==> config.mk <==
export PLATFORM = sky130hd
export DESIGN_NAME = seq_mul
export DESIGN_NICKNAME = d
export VERILOG_FILES = /design/src/rtl/mul_pkg.sv /design/src/rtl/mul_ctrl.sv /design/src/rtl/mul_addsub.sv /design/src/rtl/mul_datapath.sv /design/src/rtl/seq_mul.sv
export SDC_FILE = /design/constraint.sdc
export NUM_CORES = 1
export LEC_CHECK = 0
export BUFFER_PORTS_ARGS = -buffer_cell sky130_fd_sc_hd__buf_2
export CAP_MARGIN = 0
export CORE_UTILIZATION = 34
export CTS_CLUSTER_DIAMETER = 30
export CTS_CLUSTER_SIZE = 40
export DETAILED_ROUTE_END_ITERATION = 7
export MAX_ROUTING_LAYER = met4
export SKIP_CTS_REPAIR_TIMING = 1
export SLEW_MARGIN = 20
export SYNTH_ARGS = -nofsm -noshare
export SYNTH_HDL_FRONTEND = slang
export SYNTH_HIERARCHICAL = 1
export SYNTH_SLANG_ARGS = --single-unit
==> constraint.sdc <==
create_clock -name clk_i -period 4.8 [get_ports clk_i]
set_clock_uncertainty 0.2 [all_clocks]
set_input_delay 0.96 -clock clk_i [delete_from_list [all_inputs] [get_ports clk_i]]
set_output_delay 0.96 -clock clk_i [all_outputs]
set_load 0.02 [all_outputs]
==> src/rtl/mul_pkg.sv <==
package mul_pkg;
  typedef enum logic {
    ST_IDLE = 1'b0,
    ST_RUN  = 1'b1
  } mul_state_e;
endpackage

==> src/rtl/mul_ctrl.sv <==
module mul_ctrl #(
  parameter int unsigned WIDTH = 8
) (
  input  logic clk_i,
  input  logic rst_ni,
  input  logic start_i,
  output logic load_o,
  output logic step_o,
  output logic last_o,
  output logic busy_o,
  output logic done_o
);
  import mul_pkg::*;

  localparam int unsigned CW = $clog2(WIDTH) + 1;
  localparam logic [CW-1:0] LAST_STEP = CW'(WIDTH - 1);

  mul_state_e state_q;
  logic [CW-1:0] cnt_q;
  logic done_q;

  assign busy_o = (state_q == ST_RUN);
  assign load_o = start_i && (state_q == ST_IDLE);
  assign step_o = busy_o;
  assign last_o = busy_o && (cnt_q == LAST_STEP);
  assign done_o = done_q;

  always_ff @(posedge clk_i or negedge rst_ni) begin
    if (!rst_ni) begin
      state_q <= ST_IDLE;
      cnt_q   <= '0;
      done_q  <= 1'b0;
    end else begin
      done_q <= 1'b0;
      unique case (state_q)
        ST_IDLE: begin
          if (load_o) begin
            state_q <= ST_RUN;
            cnt_q   <= '0;
          end
        end
        ST_RUN: begin
          if (last_o) begin
            state_q <= ST_IDLE;
            done_q  <= 1'b1;
          end else begin
            cnt_q <= cnt_q + 1'b1;
          end
        end
        default: state_q <= ST_IDLE;
      endcase
    end
  end
endmodule

==> src/rtl/mul_addsub.sv <==
module mul_addsub #(
  parameter int unsigned WIDTH = 8
) (
  input  logic [WIDTH-1:0] acc_i,
  input  logic [WIDTH-1:0] mcand_i,
  input  logic             use_i,
  input  logic             sub_i,
  input  logic             sgn_i,
  output logic [WIDTH:0]   sum_o
);
  logic [WIDTH:0] acc_x, opd_x;

  // widen by one bit: sign in signed mode, zero otherwise
  assign acc_x = {sgn_i & acc_i[WIDTH-1], acc_i};
  assign opd_x = use_i ? {sgn_i & mcand_i[WIDTH-1], mcand_i} : '0;
  assign sum_o = sub_i ? (acc_x - opd_x) : (acc_x + opd_x);
endmodule

==> src/rtl/mul_datapath.sv <==
module mul_datapath #(
  parameter int unsigned WIDTH = 8
) (
  input  logic               clk_i,
  input  logic               rst_ni,
  input  logic               load_i,
  input  logic               step_i,
  input  logic               last_i,
  input  logic               signed_i,
  input  logic [WIDTH-1:0]   multiplicand_i,
  input  logic [WIDTH-1:0]   multiplier_i,
  output logic [2*WIDTH-1:0] product_o
);
  logic [WIDTH-1:0] mcand_q, acc_q, mplr_q;
  logic             sgn_q;
  logic [WIDTH:0]   sum;

  mul_addsub #(.WIDTH(WIDTH)) u_addsub (
    .acc_i   (acc_q),
    .mcand_i (mcand_q),
    .use_i   (mplr_q[0]),
    .sub_i   (last_i & sgn_q),
    .sgn_i   (sgn_q),
    .sum_o   (sum)
  );

  always_ff @(posedge clk_i or negedge rst_ni) begin
    if (!rst_ni) begin
      mcand_q <= '0;
      acc_q   <= '0;
      mplr_q  <= '0;
      sgn_q   <= 1'b0;
    end else if (load_i) begin
      mcand_q <= multiplicand_i;
      acc_q   <= '0;
      mplr_q  <= multiplier_i;
      sgn_q   <= signed_i;
    end else if (step_i) begin
      // {acc,mplr} shifts right; widened sum supplies the new top bit
      acc_q  <= sum[WIDTH:1];
      mplr_q <= {sum[0], mplr_q[WIDTH-1:1]};
    end
  end

  assign product_o = {acc_q, mplr_q};
endmodule

==> src/rtl/seq_mul.sv <==
module seq_mul #(
  parameter int unsigned WIDTH = 8
) (
  input  logic               clk_i,
  input  logic               rst_ni,
  input  logic               start_i,
  input  logic               signed_i,
  input  logic [WIDTH-1:0]   multiplicand_i,
  input  logic [WIDTH-1:0]   multiplier_i,
  output logic               busy_o,
  output logic               done_o,
  output logic [2*WIDTH-1:0] product_o
);
  logic load, step, last;

  mul_ctrl #(.WIDTH(WIDTH)) u_ctrl (
    .clk_i   (clk_i),
    .rst_ni  (rst_ni),
    .start_i (start_i),
    .load_o  (load),
    .step_o  (step),
    .last_o  (last),
    .busy_o  (busy_o),
    .done_o  (done_o)
  );

  mul_datapath #(.WIDTH(WIDTH)) u_dp (
    .clk_i          (clk_i),
    .rst_ni         (rst_ni),
    .load_i         (load),
    .step_i         (step),
    .last_i         (last),
    .signed_i       (signed_i),
    .multiplicand_i (multiplicand_i),
    .multiplier_i   (multiplier_i),
    .product_o      (product_o)
  );
endmodule

Word level (Yosys, flattened, before mapping)
Index checks and enable logic that the tools add are counted.
W data, S select, Z words.
Storage, ports and cells
  bits in registers: 31
  input port bits: 20
  output and inout port bits: 18
Cells by class
  reductions and logical operators: 4
  bitwise gates (word level): 4
  muxes and demuxes: 14
  equal/unequal tests: 3
  add/subtract/negate cells: 3
Operators by type and width (number)
  $mux W8: 4
  $mux W9: 2
  $add A9 B9 Y9: 1
  $sub A9 B9 Y9: 1
  $mux W4: 2
  $pmux W4 S2: 1
  $add A4 B1 Y4 const B: 1
  $eq A4 B3 Y1 const B: 1
  $mux W1: 4
  $ne A2 B2 Y1 const B: 2
  $and A1 B1 Y1: 3
  $logic_and A1 B1 Y1: 2
  $pmux W1 S2: 1
  $reduce_and A2 Y1: 1
  $reduce_bool A2 Y1: 1
  $not A1 Y1: 1

Longest topological paths before layout
Gate-level depths: netlist of run 1.
  depth after elaboration: 6
  depth in mapped cells: 17
  depth with buffers taken out: 16

Hierarchy
Netlist of run 1, hierarchy kept.
Modules (own cells, without submodules)
  mul_datapath: cells an instance 81, area each 1079.8 µm², instances 1, sequential area each 625.6 µm²
  mul_addsub: cells an instance 86, area each 554.3 µm², instances 1, sequential area each 0.0 µm²
  mul_ctrl: cells an instance 32, area each 311.5 µm², instances 1, sequential area each 150.1 µm²

Worst setup path before layout of run 1
No wires, ideal clock.
  path kind: register -> register
  start point: reg u_ctrl.cnt_q[0]
  end point: reg u_dp.acc_q[6]
  stages on the path, launching flop included: 17
  library setup time: 121 ps
  arrival: 2832 ps
  required time: 4479 ps
  slack: 1647 ps
  cells stage by stage: dfrtp_1 > ha_1 > nand2_1 > nor2_1 > and2_1 > and2_1 > clkbuf_1 > o21ai_0 > inv_1 > ha_1 > nor2b_1 > o31a_1 > o21ai_0 > a21boi_0 > xor2_1 > mux2i_1 > nor2_1
Between the ends
  word-level cells in the longest chain between the ends: 6
Ends and longest elaborated chain
  start: declaration: RTL line mul_ctrl.sv:19  | logic [CW-1:0] cnt_q;
  start signal: assignment: RTL line mul_ctrl.sv:47  | cnt_q <= cnt_q + 1'b1;
  $eq A4 B3 Y1: RTL line mul_ctrl.sv:25  | assign last_o = busy_o && (cnt_q == LAST_STEP);
  $logic_and A1 B1 Y1: RTL line mul_ctrl.sv:25
  named net last: RTL line seq_mul.sv:14  | logic load, step, last;
  $and A1 B1 Y1: RTL line mul_datapath.sv:22  | .sub_i (last_i & sgn_q),
  $mux W9: RTL line mul_addsub.sv:16  | assign sum_o = sub_i ? (acc_x - opd_x) : (acc_x + opd_x);
  named net u_dp.sum[7]: RTL line mul_datapath.sv:16  | logic [WIDTH:0] sum;
  $mux W8: RTL line mul_datapath.sv:38  | end else if (step_i) begin
  $mux W8: RTL line mul_datapath.sv:33  | end else if (load_i) begin
  end signal: assignment: RTL line mul_datapath.sv:40  | acc_q <= sum[WIDTH:1];
  end: declaration: RTL line mul_datapath.sv:14  | logic [WIDTH-1:0] mcand_q, acc_q, mplr_q;
The timed path passes the listed nets, and every way through them passes these cells. The select of a mux whose other input is x is not followed.
A chain may end at the register's enable or synchronous reset.

Final worst setup path of run 1
Same ends and word-level chain as after synthesis.

==> results_dict.tcl, run 1 <==
set metrics [dict create \
    routed_wirelength_um 3680 \
    path_clk_slew_ns 0.07 \
    grt_max_degree 32 \
    nFillCells 562 \
    dieArea_mm2 0.00603 \
    die-width_um 77.6 \
    cts_sinks 31 \
    regArea_um2 776 \
    max_cap_violations 0 \
    min_period_over_period 0.704 \
    relSlewSlack 0.541 \
    synth-main-ff-cell "dfrtp_1" \
    grt_overflow 0 \
    grt_pass1_vias 1428 \
    cp.required_ns 4.74 \
    reg2reg_setup_slack_ns 1.42 \
    syn_area_mm2 0.00195 \
    io_buffers 37 \
    diodes 0 \
    synth_edf_count 0 \
    initial_core_util 0.353 \
    wl_per_cell_um 12.0 \
    path_delay_family "simple AND/OR/NAND/NOR gates" \
    fin_area_mm2 0.00224 \
    setup_viol 0 \
    cp.arrival_ns 3.32 \
    synth_seq_cells 31 \
    worst_pin_slew_ns 0.688 \
    ioPinCount 38 \
    clock_latency_ns 0.27 \
    root_buffer "clkbuf_8" \
    dp_hpwl_um 2740 \
    critPathLaunchType "register" \
    synth_cell_types 37 \
    die_h_um 77.6 \
    h-tree-depth 2 \
    hold_viol 0 \
    final.min_clock_period_ns 3.38 \
    first_pass_iters 4 \
    fin_util 0.407 \
    end_kind "register" \
    place_congestion 0.778 \
    slowest_stage "dfrtp_1" \
    ant_nets 0 \
    route.detailed.drc 0 \
    cp_max_fo 9 \
    crit_buf_inv 1 \
    syn_nets 230 \
    clock.fmax_mhz 296 \
    final_cell_mix "buf_2 (37), dfrtp_1 (31), nand2_1 (23), nor2_1 (23), mux2i_1 (16)" \
    tns_ns 0 \
    fin_nets 266 \
    yosys-top-cells-area "dfrtp_1 (40%), mux2i_1 (8.2%), ha_1 (6.4%)" \
    path_cells "ha_1 > nand2_1 > nor2_1 > and2_1 > and2_1 > nand3_1 > o21ai_0 > inv_1 > ha_1 > nor2b_1 > o31a_1 > o21ai_0 > a21boi_0 > xor2_1 > mux2i_1 > nor2_1" \
    syn_inst 199 \
    final_common_cell "buf_2" \
    dr_total_vias 1449 \
    coreArea_mm2 0.00551 \
    rsz0062_at_grt "no" \
    hp-class "register to register" \
    synth_warnings 6 \
    outcome "finished, final reports clean" \
    syn2layout_area_growth_pct 15.1 \
    yosys.area.top_type_share 0.399 \
    async_flop_share 1.00 \
    synth.avg_cell_area_um2 9.78 \
    slowest_delay_ns 0.40 \
    multi_input_area_mm2 0.00105 \
    drive_above_1_share 0.250 \
    antenna_found_initial 0 \
    grt_pass1_wl_um 6440 \
    drt-initial-drc-count 54 \
    worstSetupPathType "register to register" \
    cts_tree "built" \
    cts_buffer_depth 2 \
    via_per_inst 4.70 \
    track_usage 0.139 \
    place_area_mm2 0.00215 \
    yosysSeqAreaShare 0.399 \
    drv_slew 0 \
    numCtsBuffers 5 \
    rows 27 \
    synth_top_area_cell "dfrtp_1" \
]
## cell families (layout without fill, tap and decap cells)
kind of cell | count (synthesis) | in the layout | synth area share
AO/OA/AOI/OAI | 37 | 37 | 0.116
buffers and inverters | 19 | 56 | 0.0604
AND/OR/NAND/NOR | 64 | 64 | 0.150
multiplexers | 25 | 25 | 0.146
flip-flops | 31 | 31 | 0.399
adder cells (fa/ha/maj) | 11 | 11 | 0.0746
XOR/XNOR | 12 | 12 | 0.0540
## worst reg2reg max path, stage by stage, from the launching register on
cell      delay, ns
dfrtp_1        0.40
ha_1           0.28
nand2_1        0.09
nor2_1         0.12
and2_1         0.15
and2_1         0.31
nand3_1        0.11
o21ai_0        0.16
inv_1          0.08
ha_1           0.26
nor2b_1        0.14
o31a_1         0.25
o21ai_0        0.19
a21boi_0       0.14
xor2_1         0.16
mux2i_1        0.14
nor2_1         0.06
## final timing paths
kind,cells past startpoint,startpoint,to
setup / recovery,16,u_ctrl/cnt_q[0],u_dp/acc_q[6]
hold / removal,2,u_dp/acc_q[4],u_dp/acc_q[4]
setup reg to reg,16,u_ctrl/cnt_q[0],u_dp/acc_q[6]
hold reg to reg,2,u_dp/acc_q[4],u_dp/acc_q[4]
max in group asynchronous,1,rst_ni,u_dp/mcand_q[2]
min in group asynchronous,1,rst_ni,u_dp/acc_q[2]
## per-stage QoR
step / hold WS [ns] / instances / worst slack (ns)
floorplan: 0.296 / 199 / 1.65
global placement: 0.337 / 300 / 1.47
detailed placement: 0.349 / 300 / 1.40
CTS: 0.366 / 308 / 1.38
global route: 0.389 / 308 / 1.05
finish: 0.357 / 308 / 1.42
## cell usage after synthesis (3+ instances only)
| master | count |
|---|---|
| o21a_1 | 4 |
| o21ai_0 | 14 |
| nand2_1 | 23 |
| a21oi_1 | 5 |
| mux2_4 | 6 |
| dfrtp_1 | 31 |
| nor2b_1 | 3 |
| mux2i_1 | 16 |
| xnor2_1 | 6 |
| buf_6 | 3 |
| xor2_1 | 6 |
| ha_1 | 10 |
| inv_1 | 9 |
| buf_2 | 3 |
| nor2_1 | 24 |
| nand3_1 | 4 |
| mux2_2 | 3 |
| a31oi_1 | 3 |
## flip-flops by register name, indices dropped and copies added (netlist names)
register	cells
u_dp/acc_q	8
u_ctrl/busy_o	1
u_dp/sgn_q	1
u_dp/mplr_q	8
u_ctrl/done_o	1
u_ctrl/cnt_q	4
u_dp/mcand_q	8
## layout make-up
class                   count  share of cell area
clock buffers               6              0.0324
clock inverters             2             0.00559
inverters                   9              0.0151
multi-input cells         149               0.471
flip-flops and latches     31               0.346
well taps                  72              0.0402
repair buffers             39              0.0894
## routing by layer
layer,up-vias,share of wire,GRT usage
met5,-,0,-
met4,0,0.0046,0.0415
met3,2,0.053,0.0353
met2,28,0.46,0.218
met1,671,0.48,0.176
li1,748,-,-
Power of run 1 is left out: the tool's default activity adds up to more than one toggle a clock period on the data nets, which glitch-free logic cannot reach.
==> run 2, diff against run 1 <==
clock period = 3.1 ns   (was 4.8 ns; I/O delays follow)
==> run 2 against run 1 <==
Compared with the run above:
- utilization rose by 4.5 points
- critical path depth fell by 1
- largest cell class unchanged
- global-route usage rose by 0.95 points
- wire length rose by 12%
- die area did not move
- final cell count rose by 5.5%
- worst setup slack got worse by 1.2 ns
- first-iteration DRC count rose by 15%
- critical path type unchanged
- sequential share of layout area fell by 3.4 points
- maximum frequency rose by 15%
- via count rose by 6.7%
==> results_dict.tcl, run 2 (synthesis gave the netlist of run 1 again) <==
set metrics [dict create \
    clock.fmax_mhz 341 \
    first_pass_iters 4 \
    routed_wirelength_um 4120 \
    final.min_clock_period_ns 2.93 \
    cp.required_ns 3.12 \
    grt_pass1_vias 1506 \
    die_h_um 77.6 \
    hold_ws_ns 0.185 \
    cp_max_fo 5 \
    cp.arrival_ns 2.95 \
    worstReg2RegEnd "u_dp/acc_q[7]" \
    drv_slew 0 \
    worst_pin_slew_ns 0.714 \
    final_common_cell "buf_2" \
    worstSetupPathType "register to register" \
    rr_worst_depth 15 \
    reg_top3 "u_dp/acc_q: 8 flops, u_dp/mcand_q: 8 flops, u_dp/mplr_q: 8 flops" \
    hold_viol 0 \
    die-width_um 77.6 \
    io_buffers 37 \
    min_period_over_period 0.945 \
    nFillCells 539 \
    ant_nets 0 \
    h-tree-depth 2 \
    drt-initial-drc-count 62 \
    path_clk_slew_ns 0.07 \
    place_congestion 0.799 \
    root_buffer "clkbuf_8" \
    track_usage 0.148 \
    cts_sinks 31 \
    relSlewSlack 0.524 \
    end_kind "register" \
    numCtsBuffers 5 \
    rows 27 \
    cts_tree "built" \
    wl_per_cell_um 12.7 \
    antenna_found_initial 0 \
    max_cap_violations 0 \
    ioPinCount 38 \
    outcome "finished, final reports clean" \
    final_cell_mix "buf_2 (37), dfrtp_1 (31), nand2_1 (22)" \
    route.detailed.drc 0 \
    drive_above_1_share 0.352 \
    fin_nets 283 \
    rsz0062_at_grt "yes" \
    cts_buffer_depth 2 \
    via_per_inst 4.76 \
    syn2layout_area_growth_pct 27.8 \
    dieArea_mm2 0.00603 \
    setup_viol 0 \
    reg2reg_setup_slack_ns 0.17 \
    clock_latency_ns 0.28 \
    r2r-start "u_ctrl/cnt_q[1]" \
    initial_core_util 0.353 \
    dp_hpwl_um 2830 \
    hp-class "input pin to asynchronous set/reset pin" \
    grt_max_degree 32 \
    critPathLaunchType "register" \
    dr_total_vias 1546 \
    coreArea_mm2 0.00551 \
    grt_pass1_wl_um 6840 \
    grt_overflow 0 \
    diodes 0 \
]
-- run 2: routing by layer --
metal	GRT usage	wire length [µm]	vias up
li1	-	-	783
met1	0.181	1910	727
met2	0.235	2000	29
met3	0.0365	146	7
met4	0.0566	61	0
met5	-	0	-
-- run 2: how the worst max path moves through the flow --
stage,cells past startpoint,slack (ns),startpoint,end
finish,15,0.17,u_ctrl/cnt_q[1],u_dp/acc_q[7]
global placement,15,0.08,u_ctrl/cnt_q[0],u_dp/acc_q[7]
CTS,16,-0.005,u_ctrl/cnt_q[0],u_dp/acc_q[7]
global route,15,-0.03,u_ctrl/cnt_q[1],u_dp/acc_q[7]
detailed placement,16,0.02,u_ctrl/cnt_q[0],u_dp/acc_q[7]
floorplan,17,0.04,u_ctrl/cnt_q[0],u_dp/acc_q[7]
-- run 2: final cells by class --
class                      count  area (µm²)  area share
clock buffer                   6        72.6      0.0292
inverter                       9        33.8      0.0136
multi-input combinational    149        1120       0.451
tap                           72        90.1      0.0362
clock inverter                 2        60.1      0.0242
sequential                    31         776       0.312
timing repair buffer          56         332       0.133
-- run 2: critical path, cell delays in order (launching register included) --
cell      delay, ns
dfrtp_1        0.39
ha_2           0.20
nand2_2        0.07
nor2_2         0.04
and2_4         0.13
and2_4         0.17
nor2_2         0.10
xor2_1         0.18
ha_1           0.28
nor2b_4        0.14
o31a_1         0.30
nand2b_4       0.15
a31oi_4        0.18
xnor2_1        0.13
mux2i_1        0.09
nor2_1         0.12
-- run 2: through the flow --
| step | setup slack, ns | cell area, µm² | std cells | TNS (ns) | util |
|---|---|---|---|---|---|
| after detailed placement | 0.0157 | 2230 | 310 | 0 | 0.405 |
| final | 0.170 | 2490 | 325 | 0 | 0.451 |
| after global placement | 0.0840 | 2230 | 310 | 0 | 0.405 |
| after CTS | -0.00529 | 2360 | 318 | -0.00529 | 0.429 |
| after global routing | -0.0295 | 2490 | 325 | -0.0295 | 0.451 |
| after floorplan | 0.0407 | 1950 | 199 | 0 | - |
Power of run 2 is left out for the same reason.
